[config.mk]
export PLATFORM = sky130hd
export DESIGN_NAME = dac_tri_ctrl
export DESIGN_NICKNAME = d
export VERILOG_FILES = /design/src/rtl/dac_tri_pkg.sv /design/src/rtl/dac_pin_sampler.sv /design/src/rtl/dac_serial_port.sv /design/src/rtl/dac_pulse_step.sv /design/src/rtl/dac_tri_ctrl.sv
export SDC_FILE = /design/constraint.sdc
export NUM_CORES = 1
export LEC_CHECK = 0
export BUFFER_PORTS_ARGS = -buffer_cell sky130_fd_sc_hd__buf_2
export CELL_PAD_IN_SITES_DETAIL_PLACEMENT = 1
export CELL_PAD_IN_SITES_GLOBAL_PLACEMENT = 2
export CORE_MARGIN = 4
export CORE_UTILIZATION = 32
export DETAILED_ROUTE_END_ITERATION = 7
export PLACE_DENSITY = 0.84
export SYNTH_ARGS = -nofsm -noshare
export SYNTH_HDL_FRONTEND = slang
export SYNTH_SLANG_ARGS = --single-unit
export TNS_END_PERCENT = 5
[constraint.sdc]
create_clock -name clk -period 2.05 [get_ports clk]
set_clock_uncertainty 0.15 [all_clocks]
set_input_delay 0.41 -clock clk [delete_from_list [all_inputs] [get_ports clk]]
set_output_delay 0.41 -clock clk [all_outputs]
set_load 0.05 [all_outputs]
[src/rtl/dac_tri_pkg.sv]
`timescale 1ns/1ps
package dac_tri_pkg;
  // Edge events found by comparing each pin sample with the one before it
  typedef struct packed {
    logic clk_rise;
    logic clk_fall;
    logic cs_fall;
    logic cs_rise;
  } pin_evt_t;
endpackage

[src/rtl/dac_pin_sampler.sv]
`timescale 1ns/1ps
module dac_pin_sampler
  import dac_tri_pkg::*;
(
  input  logic     clk,
  input  logic     rst_n,
  input  logic     ser_clk,
  input  logic     cs_n,
  input  logic     din,
  output pin_evt_t evt,
  output logic     serial_eff,
  output logic     serial_q,
  output logic     up_only_q
);
  logic sclk_q;
  logic cs_n_q;

  // Sticky mode latches: only the power-on reset returns them to pulse / up-only
  always_ff @(posedge clk or negedge rst_n) begin
    if (!rst_n) begin
      sclk_q    <= 1'b0;
      cs_n_q    <= 1'b1;
      serial_q  <= 1'b0;
      up_only_q <= 1'b1;
    end else begin
      sclk_q <= ser_clk;
      cs_n_q <= cs_n;
      if (!cs_n) serial_q  <= 1'b1;
      if (!din)  up_only_q <= 1'b0;
    end
  end

  assign evt.clk_rise = ser_clk & ~sclk_q;
  assign evt.clk_fall = ~ser_clk & sclk_q;
  assign evt.cs_fall  = ~cs_n & cs_n_q;
  assign evt.cs_rise  = cs_n & ~cs_n_q;
  // A CS low sample blocks stepping in the very sample it is first seen
  assign serial_eff   = serial_q | ~cs_n;
endmodule

[src/rtl/dac_serial_port.sv]
`timescale 1ns/1ps
module dac_serial_port
  import dac_tri_pkg::*;
#(
  parameter int CODE_W = 8
) (
  input  logic              clk,
  input  logic              rst_n,
  input  pin_evt_t          evt,
  input  logic              din,
  input  logic [CODE_W-1:0] cur_code,
  output logic              dout,
  output logic              dout_oe,
  output logic              commit,
  output logic [CODE_W-1:0] commit_code
);
  localparam int SH_W  = CODE_W + 1;
  localparam int CNT_W = $clog2(CODE_W + 2);
  localparam logic [CNT_W-1:0] CNT_MAX  = '1;
  localparam logic [CNT_W-1:0] CNT_GOAL = CNT_W'(CODE_W);

  // Stage 0 captures on CLK rise; the whole chain moves on CLK fall.
  // The top stage drives DOUT, half a serial clock behind the capture.
  logic [SH_W-1:0]  sh;
  logic [CNT_W-1:0] falls;

  always_ff @(posedge clk or negedge rst_n) begin
    if (!rst_n) begin
      sh      <= '0;
      falls   <= '0;
      dout_oe <= 1'b0;
    end else if (evt.cs_fall) begin
      sh      <= {cur_code, 1'b0};
      falls   <= '0;
      dout_oe <= 1'b1;
    end else if (evt.cs_rise) begin
      sh      <= '0;
      dout_oe <= 1'b0;
    end else if (dout_oe) begin
      if (evt.clk_rise) begin
        sh[0] <= din;
      end else if (evt.clk_fall) begin
        sh <= {sh[SH_W-2:0], 1'b0};
        if (falls != CNT_MAX) falls <= falls + 1'b1;
      end
    end
  end

  assign dout        = sh[SH_W-1];
  assign commit      = evt.cs_rise & dout_oe & (falls == CNT_GOAL);
  assign commit_code = sh[SH_W-1:1];
endmodule

[src/rtl/dac_pulse_step.sv]
`timescale 1ns/1ps
module dac_pulse_step #(
  parameter int CODE_W   = 8,
  parameter int STEP_LSB = 2
) (
  input  logic [CODE_W-1:0] code_in,
  input  logic              up,
  output logic [CODE_W-1:0] code_out
);
  localparam int STEP_W = CODE_W - STEP_LSB;
  localparam logic [STEP_W-1:0] HI_MAX = '1;

  logic [STEP_W-1:0] hi;
  logic [STEP_W-1:0] hi_next;

  assign hi = code_in[CODE_W-1:STEP_LSB];

  // Saturating step of the upper field
  always_comb begin
    hi_next = hi;
    if (up) begin
      if (hi != HI_MAX) hi_next = hi + 1'b1;
    end else begin
      if (hi != '0) hi_next = hi - 1'b1;
    end
  end

  generate
    if (STEP_LSB > 0) begin : g_keep_low
      assign code_out = {hi_next, code_in[STEP_LSB-1:0]};
    end else begin : g_full
      assign code_out = hi_next;
    end
  endgenerate
endmodule

[src/rtl/dac_tri_ctrl.sv]
`timescale 1ns/1ps
module dac_tri_ctrl
  import dac_tri_pkg::*;
#(
  parameter int CODE_W   = 8,
  parameter int STEP_LSB = 2
) (
  input  logic              clk,
  input  logic              rst_n,
  input  logic              ser_clk,
  input  logic              cs_n,
  input  logic              din,
  input  logic              shdn_n,
  output logic [CODE_W-1:0] code,
  output logic              dout,
  output logic              dout_oe,
  output logic              shutdown
);
  localparam logic [CODE_W-1:0] MID_CODE = {1'b1, {(CODE_W-1){1'b0}}};

  pin_evt_t          evt;
  logic              serial_eff;
  logic              serial_q;
  logic              up_only_q;
  logic              commit;
  logic [CODE_W-1:0] commit_code;
  logic [CODE_W-1:0] stepped;
  logic              pulse_fire;

  dac_pin_sampler u_pins (
    .clk        (clk),
    .rst_n      (rst_n),
    .ser_clk    (ser_clk),
    .cs_n       (cs_n),
    .din        (din),
    .evt        (evt),
    .serial_eff (serial_eff),
    .serial_q   (serial_q),
    .up_only_q  (up_only_q)
  );

  dac_serial_port #(.CODE_W(CODE_W)) u_serial (
    .clk         (clk),
    .rst_n       (rst_n),
    .evt         (evt),
    .din         (din),
    .cur_code    (code),
    .dout        (dout),
    .dout_oe     (dout_oe),
    .commit      (commit),
    .commit_code (commit_code)
  );

  // Latched up-only wins for the edge that meets the first DIN low
  dac_pulse_step #(.CODE_W(CODE_W), .STEP_LSB(STEP_LSB)) u_step (
    .code_in  (code),
    .up       (up_only_q | din),
    .code_out (stepped)
  );

  assign pulse_fire = evt.clk_rise & ~serial_eff;

  always_ff @(posedge clk or negedge rst_n) begin
    if (!rst_n) begin
      code     <= MID_CODE;
      shutdown <= 1'b0;
    end else begin
      shutdown <= ~shdn_n;
      if (shdn_n) begin
        if (commit)          code <= commit_code;
        else if (pulse_fire) code <= stepped;
      end
    end
  end
endmodule

### Word level (Yosys, flattened, before mapping)

Index checks and enable logic that the tools add are counted.

| operators by class | value |
|---|---|
| $add $sub $neg | 3 |
| equality and inequality tests | 7 |
| multiplexer cells | 19 |
| bitwise gates (word level) | 15 |
| reduce and logical (&&, ||, !) cells | 15 |

Operator list:

| operator | number |
|---|---|
| $mux 9 | 4 |
| $mux 4 | 6 |
| $mux 8 | 3 |
| $mux 6 | 3 |
| $reduce_bool 2->1 | 5 |
| $reduce_bool 3->1 | 3 |
| $and 1x1->1 | 7 |
| $add 6x1->6 const B | 1 |
| $ne 6x6->1 const B | 1 |
| $not 1->1 | 6 |
| $reduce_bool 6->1 | 1 |
| $sub 6x1->6 const B | 1 |
| $reduce_and 5->1 | 1 |
| $add 4x1->4 const B | 1 |
| $eq 4x4->1 const B | 1 |
| $ne 2x2->1 const B | 2 |
| $ne 4x4->1 const B | 1 |
| $reduce_and 2->1 | 2 |
| $reduce_and 4->1 | 1 |
| $reduce_bool 4->1 | 1 |
| $mux 1 | 3 |
| $ne 3x2->1 const B | 1 |
| $ne 3x3->1 const B | 1 |
| $reduce_and 3->1 | 1 |
| $or 1x1->1 | 2 |

| storage, ports and cells | value |
|---|---|
| flip-flop bits (word level) | 27 |
| input bits | 6 |
| output and inout bits | 11 |
| logic and storage cells | 70 |

### Depth between registers and ports, before layout

Gate-level depths: netlist (run 1).

| depth | value |
|---|---|
| depth after elaboration | 7 |
| gate-level depth with buffers | 9 |
| gate-level depth less buffers | 8 |

### Hierarchy

Synthesis (run 1) repeated with hierarchy kept, for this count alone.

| second synthesis, totals | value |
|---|---|
| cells, all modules | 160 |
| area, all modules | 1747.9 um2 |

By module, submodules not included:

| module | times used | cells each | area an instance (um2) | seq. area each (um2) |
|---|---|---|---|---|
| dac_serial_port | 1 | 71 | 789.5 | 350.3 |
| dac_tri_ctrl | 1 | 31 | 483.0 | 226.5 |
| dac_pulse_step | 1 | 47 | 326.6 | 0.0 |
| dac_pin_sampler | 1 | 11 | 148.9 | 102.6 |

### Worst setup path after synthesis (run 1)

OpenSTA, ideal clock, no wires.

| timing path | value |
|---|---|
| kind | flip-flop to flip-flop |
| start | register code[4] |
| end | register code[6] |
| setup time | 81 ps |
| arrival time | 1893 ps |
| data required time | 1819 ps |
| slack | -74 ps |
| cell stages (with the launch flop) | 7 |
| buffers on the path | 1 |
| clock period less this slack | 2124 ps |
| cell sequence | dfrtp_1 clkbuf_2 or3_4 nor4_4 a211oi_4 and4_2 nor3_2 |

| between the ends | value |
|---|---|
| longest elaborated chain between the ends | 5 |
| elaborated cells on any way between the ends | 12 |
| those cells by class | 2 x add/sub; 2 x eq/ne; 5 x mux; 3 x reduce/logical |

Ends and longest elaborated chain:

| element | RTL line | text |
|---|---|---|
| start, declared | dac_tri_ctrl.sv:14 | `output logic [CODE_W-1:0] code,` |
| start signal, assigned | dac_tri_ctrl.sv:70 | `if (commit) code <= commit_code;` |
| start signal, assigned | dac_tri_ctrl.sv:71 | `else if (pulse_fire) code <= stepped;` |
| $sub 6x1->6 or $add 6x1->6 (tied branches) | dac_pulse_step.sv:24, dac_pulse_step.sv:22 |  |
| $mux 6, on equally long branches | dac_pulse_step.sv:24, dac_pulse_step.sv:22 |  |
| $mux 6 | dac_pulse_step.sv:21 | `if (up) begin` |
| $mux 8 | dac_tri_ctrl.sv:71 |  |
| $mux 8 | dac_tri_ctrl.sv:70 |  |

Parallel ways exist; a longest one is shown, timed or not. The select of a mux whose other input is x is not followed.
A chain may end at the register's enable or synchronous reset.

### Worst setup path in the final report (run 1)

| timing path | value |
|---|---|
| start | register code[5] |
| end | register code[2] |

| between the ends | value |
|---|---|
| longest elaborated chain between the ends | 3 |
| elaborated cells on any way between the ends | 5 |
| those cells by class | 2 x eq/ne; 3 x reduce/logical |

Ends and longest elaborated chain:

| element | RTL line |
|---|---|
| $ne 6x6->1 or $reduce_bool 6->1 (tied branches) | dac_pulse_step.sv:22, dac_pulse_step.sv:24 |
| $ne 3x3->1 (no line) or $reduce_bool 3->1 (tied branches) | - |
| $reduce_and 4->1 (no line) * | - |

Mark *: on every way between the ends. The rest lies on a longest branch, timed or not.

==> impl_results.md, run 1 <==
- Design area: 0.00179 sq mm
- Min cycle time layout: 1.98 ns
- Final WL: between 3000 and 4000 microns
- Setup Viol. Count Final: 0
- Top_reg_cell synth: dfrtp_1
- Sequential-to-total area share from yosys stat: between 40% and 50%
- Num Clock Sinks: 27
- Synth Net Count: 170
- CTS max path bufs: 2
- Row count: 24
- Fillcell total: between 500 and 600
- Vias in the first global route: ~1,500
- Worst slew pin tran: 0.635 ns
- Critical Path Max Stage Delay: around 0.41 ns
- Boundary Pins: 17
- Final cell count without fillers: 243
- Avg Cell Area, Syn: slightly above 9 sq um
- Height of the chip: ~76 microns
- GRT Residual Overflow: 0
- Ratio of cells with drive above 1 in the final layout: ~28%
- Crit path max-delay cell type: or3_4
- Ant diodes: 0
- Worst EP required: roughly 2.1 ns
- Vias: 1,335
- Crit-path max FO: 9
- Failing checks: hold timing
- Multi-input gate area: ~750 sq um
- Largest net degree at the start of global routing: 28
- PD cells: 638 mW/mm^2
- Root buf cell: clkbuf_8
- Final hold slack: -0.00680 ns
- Synthesis-to-layout area growth: 20.9%
- Num CTS Buffers: 3
- First-pass GRT wire length: just under 7000 microns
- Seq. cell area: between 600 and 700 sq um
- Type of origin of the critical path: flip-flop
- DRC: 0
- Vias per cell: between 5 and 6
- Initial antenna violation count: 0
- Outcome: complete, but fails checks
- Crit-path cells: or3_4 -> nor4_4 -> a211oi_4 -> buf_4 -> buf_4 -> o31a_2
- CTS tree: built
- Count of flip-flops with a built-in enable after synthesis: 0
- Final worst-path cycle share: between 90% and 100%
- Placer's final routability congestion estimate: 0.824
- CORE AREA: 0.00441 sq mm
- Post-layout util: roughly two fifths
- Die W: 76.0 microns
- Antenna-violating nets left: 0
- RSZ-0062 raised after global routing: false
- Post-synthesis cell area: roughly 0.0015 sq mm
- Fin. max-slew vios: 0
- Commonest non-fill, non-tap cells in the layout: nand2_1, dfrtp_1, buf_4
- Worst EP arrival: 2.00 ns
- 1st-iter DRT viols: 47
- Dpl cell area: roughly 0.0017 sq mm
- Max_slew headroom: slightly below 60%
- Number of max-cap violations: 0
- Inst Count DP: between 200 and 250
- Async SR Flop Fraction: between 90% and 100%
- Crit-path most repeated cell: buf_4
- NumNets Final: approximately 200
- Power Total: ~1.1 mW
- Synth Instances: between 150 and 200
- Hold Fails Final Rpt: 8
- Max VDD drop: 0.246 mV
- H-tree depth: 1
- CP Class: reg2reg
- Crit path capture type: flip-flop
- Synth Register Bits: 27
- Fmax: approximately 0.50 GHz
- Clock slew at reported path FFs: 0.09 ns
- Starting Density: between 30% and 40%
- Leak Pwr: roughly 0.83 nW
- Yosys synthesis warning count: 0
- Hold crit path type: in2async
- Port bufs: 16
- Initial DRT Pass Iterations: 4
- Global Route Usage Sum: 14.3%
- Commonest non-fill, non-tap cell in the layout: nand2_1
- Die area: between 0.005 and 0.006 sq mm
- Distinct cells, synth: 42
- DR WL/cell: ~16 microns
- Worst-skew pair later-pin latency: 0.27 ns
- Final HPWL DP: around 3000 microns
-- final cells by class --
type | count | area share, %
clock buffers | 4 | 2.52
well taps | 52 | 3.64
inverters | 7 | 1.47
multi-input cells | 119 | 41.9
flip-flops and latches | 27 | 38.2
repair buffers | 34 | 12.3
-- worst max-delay path: cells and delay by family (launching register included) --
family          cells  cell delay, ns
flops               1            0.39
buf+inv             2            0.32
simple gates        2            0.65
compound gates      2            0.37
-- registers in the layout, indices dropped and copies added (netlist names) --
signal	count
code	8
shutdown	1
u_pins.cs_n_q	1
u_pins.sclk_q	1
u_pins.serial_q	1
u_pins.up_only_q	1
u_serial.dout_oe	1
u_serial.falls	4
u_serial.sh	9
-- synth_stat cells (2+ instances only) --
| master | n | area (sq um) |
|---|---|---|
| or3_1 | 2 | 12.5 |
| and3_1 | 2 | 12.5 |
| dfrtp_1 | 24 | 601 |
| nand3_1 | 4 | 20.0 |
| nor3_1 | 3 | 15.0 |
| nand2_1 | 34 | 128 |
| dfstp_2 | 3 | 78.8 |
| nand2b_1 | 2 | 12.5 |
| a211oi_1 | 2 | 15.0 |
| o32ai_1 | 2 | 17.5 |
| a21oi_1 | 3 | 15.0 |
| o21ai_0 | 14 | 70.1 |
| a22oi_1 | 9 | 67.6 |
| inv_1 | 7 | 26.3 |
| a32oi_1 | 2 | 17.5 |
| mux2i_1 | 2 | 20.0 |
| nor2_1 | 10 | 37.5 |
| ha_1 | 5 | 62.6 |
| a311oi_1 | 2 | 17.5 |
| a21o_2 | 2 | 17.5 |
| clkbuf_1 | 4 | 15.0 |
-- power by group --
group	switching, mW	internal (mW)	total, mW	leakage [nW]
clock network	0.171	0.140	0.311	0.0228
logic	0.133	0.0795	0.213	0.466
registers	0.0418	0.575	0.617	0.337
-- layer usage --
layer / vias to the layer above / part of all wire, % / wire [microns] / GRT usage [%]
li1: 631 / - / - / -
met1: 676 / 46 / 1820 / 18.5
met2: 19 / 49 / 1920 / 23.5
met3: 9 / 2.3 / 89 / 2.01
met4: 0 / 3.0 / 118 / 6.41
met5: - / 0 / 0 / 0
-- timing repair --
item / CTS / global route
pin swaps: 1 / 1
endpoints found under the setup margin: 1 / 5
hold buffers: 0 / 0
buffers inserted: 0 / 1
gates resized for setup: 0 / 3
-- cell families after synthesis --
group	Yosys count	synth area share, %
and+or+nand+nor	67	22.7
AOI/OAI and AO/OA	43	20.9
DFF	27	46.0
buffers and inverters	13	3.47
adders and majority gates	5	4.23
muxes	3	2.12
xor gates and xnor gates	1	0.593
-- final timing paths --
kind	slack, ns	to	depth (start not counted)	startpoint
setup / recovery	0.07	code[2]	6	code[5]
hold / removal	-0.007	u_pins.sclk_q	1	rst_n
setup reg to reg	0.07	code[2]	6	code[5]
hold reg to reg	0.33	u_pins.serial_q	1	u_pins.serial_q
max in group asynchronous	1.30	code[4]	1	rst_n
min in group clk	0.11	u_pins.cs_n_q	1	cs_n
-- through the flow --
step / setup TNS [ns] / hold slack [ns] / setup WS [ns]
finish: 0 / -0.00680 / 0.0686
global route: 0 / 0.0380 / 0.0151
CTS: 0 / 0.00684 / 0.0347
detailed placement: -0.154 / 0.302 / -0.0732
global placement: -0.0175 / 0.302 / -0.0175
floorplan: 0 / -0.0356 / 0.0119
No activity file was read; power rests on OpenSTA's default activity.
==> inputs of run 2 (changes only) <==
--- a/config.mk
+++ b/config.mk
@@ -6,12 +6,14 @@
 export NUM_CORES = 1
 export LEC_CHECK = 0
 export BUFFER_PORTS_ARGS = -buffer_cell sky130_fd_sc_hd__buf_2
+export CAP_MARGIN = 20
 export CELL_PAD_IN_SITES_DETAIL_PLACEMENT = 1
 export CELL_PAD_IN_SITES_GLOBAL_PLACEMENT = 2
 export CORE_MARGIN = 4
 export CORE_UTILIZATION = 32
 export DETAILED_ROUTE_END_ITERATION = 7
 export PLACE_DENSITY = 0.84
+export REMOVE_ABC_BUFFERS = 1
 export SYNTH_ARGS = -nofsm -noshare
 export SYNTH_HDL_FRONTEND = slang
 export SYNTH_SLANG_ARGS = --single-unit
==> run 2 against run 1 <==
Effect of this change: the run now ends clean; final area decreased by 0.35%; critical path type unchanged; global-route usage grew 0.32 points; clock-buffer cell count shrank 1; register-to-register slack about the same; non-clock buffer count is the same; worst setup slack improved by 0.0070 ns; routed wire length increased by 3.4%; via count decreased by 0.82%.
==> impl_results.md, run 2 (synthesis gave the netlist of run 1 again) <==
- Top flop regs: u_serial.sh: 9 flops, code: 8 flops, u_serial.falls: 4 flops
- Starting Density: 33.5% (unchanged)
- Root buf cell: clkbuf_8
- Post-CTS Hold Buffers: 0 (unchanged)
- Crit-path max FO: 5 (-4)
- Delay-heaviest family, CP: flip-flops
- Setup Viol. Count Final: 0 (unchanged)
- Hold crit path type: in2async
- Commonest non-fill, non-tap cell in the layout: nand2_1
- DR WL/cell: 16.8 microns (+3.4%)
- Final WL: 4090 microns (+3.4%)
- Max VDD drop: 0.330 mV (+34%)
- R2R Setup Slk: 0.08 ns (about the same)
- Critical Path Max Stage Delay: 0.54 ns (+0.13 ns)
- Vias per cell: 5.45 (-0.82%)
- Commonest non-fill, non-tap cells in the layout: nand2_1, dfrtp_1, buf_4
- CORE AREA: 0.00441 sq mm (unchanged)
- Largest net degree at the start of global routing: 28 (unchanged)
- Initial DRT Pass Iterations: 4 (unchanged)
- GRT Residual Overflow: 0 (unchanged)
- R2R Path End: code[2]
- Max_slew headroom: 57.0% (-0.68 points)
- Hold Fails Final Rpt: 0 (-8)
- Placer's final routability congestion estimate: 0.877 (+6.4%)
- Min cycle time layout: 1.97 ns (-0.00699 ns)
- Crit-path cells: inv_1 -> ha_1 -> nand2_1 -> or3_1 -> nor2_1 -> buf_4 -> o31a_2
- Vias in the first global route: 1,436 (-0.97%)
- Synthesis-to-layout area growth: 20.5%
- Die W: 76.0 microns (unchanged)
- Clock slew at reported path FFs: 0.10 ns (about the same)
- DRC: 0 (unchanged)
- Biggest register: u_serial.sh
- Num Clock Sinks: 27 (unchanged)
- Worst-skew pair later-pin latency: 0.27 ns (about the same)
- Row count: 24 (unchanged)
- Number of max-cap violations: 0 (unchanged)
- Post-layout util: 40.3% (-0.14 points)
- RSZ-0062 raised after global routing: true
- Initial antenna violation count: 0 (unchanged)
- Crit path capture type: flip-flop
- Fin. max-slew vios: 0 (unchanged)
- Leak Pwr: 0.829 nW (+0.44%)
- Power Total: 1.13 mW (-0.50%)
- H-tree depth: 1 (unchanged)
- CTS max path bufs: 2 (unchanged)
- Antenna-violating nets left: 0 (unchanged)
- Ratio of cells with drive above 1 in the final layout: 26.7% (-1.0 points)
- Total negative slack: 0 ns (unchanged)
- Num CTS Buffers: 3 (unchanged)
- Worst EP required: 2.05 ns (-0.02 ns)
- NumNets Final: 203 (unchanged)
- CP Class: reg2reg
- Crit path max-delay cell type: dfstp_2
- Height of the chip: 76.0 microns (unchanged)
- Post-CTS sizing: 0 (unchanged)
- Die area: 0.00577 sq mm (unchanged)
- Final worst-path cycle share: 96.3% (-0.34 points)
- Worst Reg-to-Reg Cells: 7 (+1)
- Boundary Pins: 17 (unchanged)
- Design area: 0.00178 sq mm (-0.35%)
- Port bufs: 16 (unchanged)
- WP depth: 7 (+1)
- R2R Path Start: u_pins.cs_n_q
- Outcome: finished clean
- Dpl cell area: 0.00173 sq mm (+0.29%)
- First-pass GRT wire length: 7120 microns (+3.8%)
- Ant diodes: 0 (unchanged)
- Worst slew pin tran: 0.645 ns (+0.0103 ns)
- Post-CTS Setup Bufs: 0 (unchanged)
- Worst EP arrival: 1.98 ns (-0.02 ns)
- Vias: 1,324 (-0.82%)
- Final HPWL DP: 3200 microns (+6.2%)
- Max reg flops: 9 (unchanged)
- CTS tree: built
- PD cells: 637 mW/mm^2 (-0.16%)
- Global Route Usage Sum: 14.6% (+0.32 points)
- Fmax: 0.506 GHz (+0.35%)
- Type of origin of the critical path: flip-flop
- 1st-iter DRT viols: 58 (+23%)
- Buf/Inv on CP: 2 (unchanged)
-- run 2: cell types whose count changed in the layout (fill, tap and decap cells not counted), sizes merged --
cell / previous run / this run
clkinv: 0 / 1
clkbuf: 4 / 3
-- run 2: power breakdown --
group          switching (mW)  internal [mW]  leakage [nW]
logic                   0.133         0.0780         0.465
registers              0.0428          0.574         0.339
clock network           0.170          0.136        0.0255
total                   0.346          0.789         0.829
-- run 2: per-stage QoR --
stage	cells	setup slack (ns)	hold slack (ns)
6_report	243	0.0756	0.00179
4_1_cts	243	0.0302	0.0134
3_5_place_dp	239	-0.0511	0.310
2_1_floorplan	153	0.00739	-0.0356
3_3_place_gp	239	0.0198	0.308
5_1_grt	243	-0.00335	0.0363
-- run 2: area by class of cell --
cell class / count / area (sq um)
inverter: 7 / 26.3
clock buffer: 3 / 41.3
multi-input combinational: 119 / 748
tap: 52 / 65.1
timing repair buffer: 34 / 215
sequential: 27 / 679
fill: 529 / 2630
clock inverter: 1 / 5.00
-- run 2: how the worst max path moves through the flow --
stage | startpoint | end | slack, ns
detailed placement | ser_clk | code[6] | -0.05
global route | code[3] | code[6] | -0.003
floorplan | code[4] | code[6] | 0.007
finish | u_pins.cs_n_q | code[2] | 0.08
global placement | din | code[6] | 0.02
CTS | u_pins.sclk_q | code[6] | 0.03
-- run 2: worst register-to-register path: stages, from the launching register on --
cell and delay (ns):
dfstp_2 0.54, inv_1 0.04, ha_1 0.20, nand2_1 0.11, or3_1 0.24, nor2_1 0.10, buf_4 0.16, o31a_2 0.32
-- run 2: metal layers --
| metal | global-route usage, % | vias up | share of wire (%) |
|---|---|---|---|
| li1 | - | 632 | - |
| met1 | 18.6 | 672 | 43 |
| met2 | 26.3 | 18 | 53 |
| met3 | 2.49 | 2 | 3.8 |
| met4 | 2.14 | 0 | 0.32 |
| met5 | 0 | - | 0 |
==> inputs of run 3 (changes only) <==
--- a/config.mk
+++ b/config.mk
@@ -5,7 +5,7 @@
 export SDC_FILE = /design/constraint.sdc
 export NUM_CORES = 1
 export LEC_CHECK = 0
-export BUFFER_PORTS_ARGS = -buffer_cell sky130_fd_sc_hd__buf_2
+export BUFFER_PORTS_ARGS = -buffer_cell sky130_fd_sc_hd__clkbuf_2
 export CAP_MARGIN = 20
 export CELL_PAD_IN_SITES_DETAIL_PLACEMENT = 1
 export CELL_PAD_IN_SITES_GLOBAL_PLACEMENT = 2
==> run 3 against run 2 <==
Effect of this change: sequential share of layout area decreased by 0.28 points; final area increased by 0.91%; total power increased by 1.7%; largest cell class unchanged; combinational power increased by 2%; critical path depth decreased by 1.
==> impl_results.md, run 3 (synthesis gave the netlist of run 1 again) <==
- Final cell count without fillers: 243 (unchanged)
- H-tree depth: 1 (unchanged)
- Synthesis-to-layout area growth: 21.6%
- Met2 WL: 2060 microns (-4.4%)
- Total negative slack: 0 ns (unchanged)
- Num CTS Buffers: 3 (unchanged)
- Root buf cell: clkbuf_8
- Outcome: finished clean
- WP depth: 6 (-1)
- Hold Fails Final Rpt: 0 (unchanged)
- Worst Reg-to-Reg Cells: 6 (-1)
- Placer's final routability congestion estimate: 0.892 (+1.8%)
- Crit-path max FO: 9 (+4)
- Final worst-path cycle share: 95.0% (-1.3 points)
- Inst Count DP: 239 (unchanged)
- CTS max path bufs: 2 (unchanged)
- WL met1: 1810 microns (+3.0%)
- CTS tree: built
- Ratio of cells with drive above 1 in the final layout: 28.3% (+1.6 points)
- Max_slew headroom: 53.7% (-3.3 points)
- Die W: 76.0 microns (unchanged)
- Die area: 0.00577 sq mm (unchanged)
- First-pass GRT wire length: 7120 microns (unchanged)
- Final HPWL DP: 3170 microns (-0.93%)
- Num Clock Sinks: 27 (unchanged)
- Max VDD drop: 0.233 mV (-29%)
- Leak Pwr: 0.825 nW (-0.54%)
- Starting Density: 33.5% (unchanged)
- PD cells: 642 mW/mm^2 (+0.74%)
- Number of max-cap violations: 0 (unchanged)
- 1st-iter DRT viols: 102 (+76%)
- Type of origin of the critical path: flip-flop
- Max reg flops: 9 (unchanged)
- DRC: 0 (unchanged)
- Port bufs: 16 (unchanged)
- Global Route Usage Sum: 15.1% (+0.45 points)
- Vias in the first global route: 1,423 (-0.91%)
- GRT Residual Overflow: 0 (unchanged)
- Largest net degree at the start of global routing: 28 (unchanged)
- Initial antenna violation count: 0 (unchanged)
- Vias per cell: 5.49 (+0.83%)
- Post-CTS Hold Buffers: 0 (unchanged)
- Placement Setup Slack: -0.0392 ns (+0.0120 ns)
- Fmax: 0.514 GHz (+1.4%)
- Worst slew pin tran: 0.695 ns (+0.0500 ns)
- Crit path max-delay cell type: dfrtp_1
- Worst-skew pair later-pin latency: 0.28 ns (about the same)
- Crit-path cells: buf_4 -> and3_1 -> and3_1 -> a211oi_4 -> and4_2 -> nor3_2
- Clock slew at reported path FFs: 0.10 ns (about the same)
- Power Total: 1.15 mW (+1.7%)
- Crit path capture type: flip-flop
- Commonest non-fill, non-tap cell in the layout: nand2_1
- Post-CTS Setup Bufs: 0 (unchanged)
- NumNets Final: 203 (unchanged)
- Top flop regs: u_serial.sh: 9 flops, code: 8 flops, u_serial.falls: 4 flops
- Hold crit path type: in2async
- Height of the chip: 76.0 microns (unchanged)
- Row count: 24 (unchanged)
- Antenna-violating nets left: 0 (unchanged)
- Initial DRT Pass Iterations: 4 (unchanged)
- Buf/Inv on CP: 1 (-1)
- Ant diodes: 0 (unchanged)
- Fin. max-slew vios: 0 (unchanged)
- Max layer used: met4
- Min cycle time layout: 1.95 ns (-0.0272 ns)
- Delay-heaviest family, CP: simple AND/OR/NAND/NOR gates
- RSZ-0062 raised after global routing: false
- Worst EP arrival: 1.98 ns (about the same)
- CP Class: reg2reg
- DR WL/cell: 17.0 microns (+0.81%)
- Worst setup margin: 0.103 ns (+0.0272 ns)
- Final WL: 4120 microns (+0.81%)
- Crit-path most repeated cell: and3_1
- Commonest non-fill, non-tap cells in the layout: nand2_1, dfrtp_1, buf_4
- Critical Path Max Stage Delay: 0.42 ns (-0.12 ns)
- Boundary Pins: 17 (unchanged)
- Setup Viol. Count Final: 0 (unchanged)
- Post-layout util: 40.7% (+0.37 points)
- CORE AREA: 0.00441 sq mm (unchanged)
- Met3 wire length: 145 microns (-5.8%)
- Biggest register: u_serial.sh
- Worst EP required: 2.08 ns (+0.03 ns)
- Vias: 1,335 (+0.83%)
run 3: routing by layer:
| metal | vias to the layer above | track usage (%) |
|---|---|---|
| li1 | 629 | - |
| met3 | 8 | 2.37 |
| met5 | - | 0 |
| met1 | 672 | 19.8 |
| met4 | 0 | 6.94 |
| met2 | 26 | 24.1 |
run 3: layout make-up:
class | instances | area (sq um)
Clock buffer | 3 | 41.3
Clock inverter | 1 | 7.51
Fill cell | 528 | 2620
Inverter | 7 | 26.3
Multi-Input combinational cell | 119 | 757
Sequential cell | 27 | 681
Tap cell | 52 | 65.1
Timing Repair Buffer | 34 | 219
run 3: worst paths after layout:
| check | from | to | slack [ns] |
|---|---|---|---|
| max | code[3] | code[6] | 0.10 |
| min | rst_n | u_serial.falls[1] | 0.005 |
| max reg2reg | code[3] | code[6] | 0.10 |
| min reg2reg | u_pins.serial_q | u_pins.serial_q | 0.34 |
| max in group asynchronous | rst_n | code[2] | 1.26 |
| min in group clk | cs_n | u_pins.cs_n_q | 0.11 |
run 3: what timing repair did:
item	in CTS	in global routing
resized for setup	0	4
endpoints found under the hold margin	0	0
endpoints found under the setup margin	0	12
run 3: through the flow:
stage | cell area (sq um) | hold slack [ns]
final | 1800 | 0.00513
after global routing | 1800 | 0.0592
after CTS | 1780 | 0.0278
after detailed placement | 1730 | 0.312
after global placement | 1730 | 0.315
after floorplan | 1450 | -0.0356
run 3: report_power, final:
part / leakage, nW / internal [mW] / switching, mW
Sequential: 0.337 / 0.575 / 0.0427
Clock: 0.0217 / 0.139 / 0.182
Combinational: 0.466 / 0.0801 / 0.135
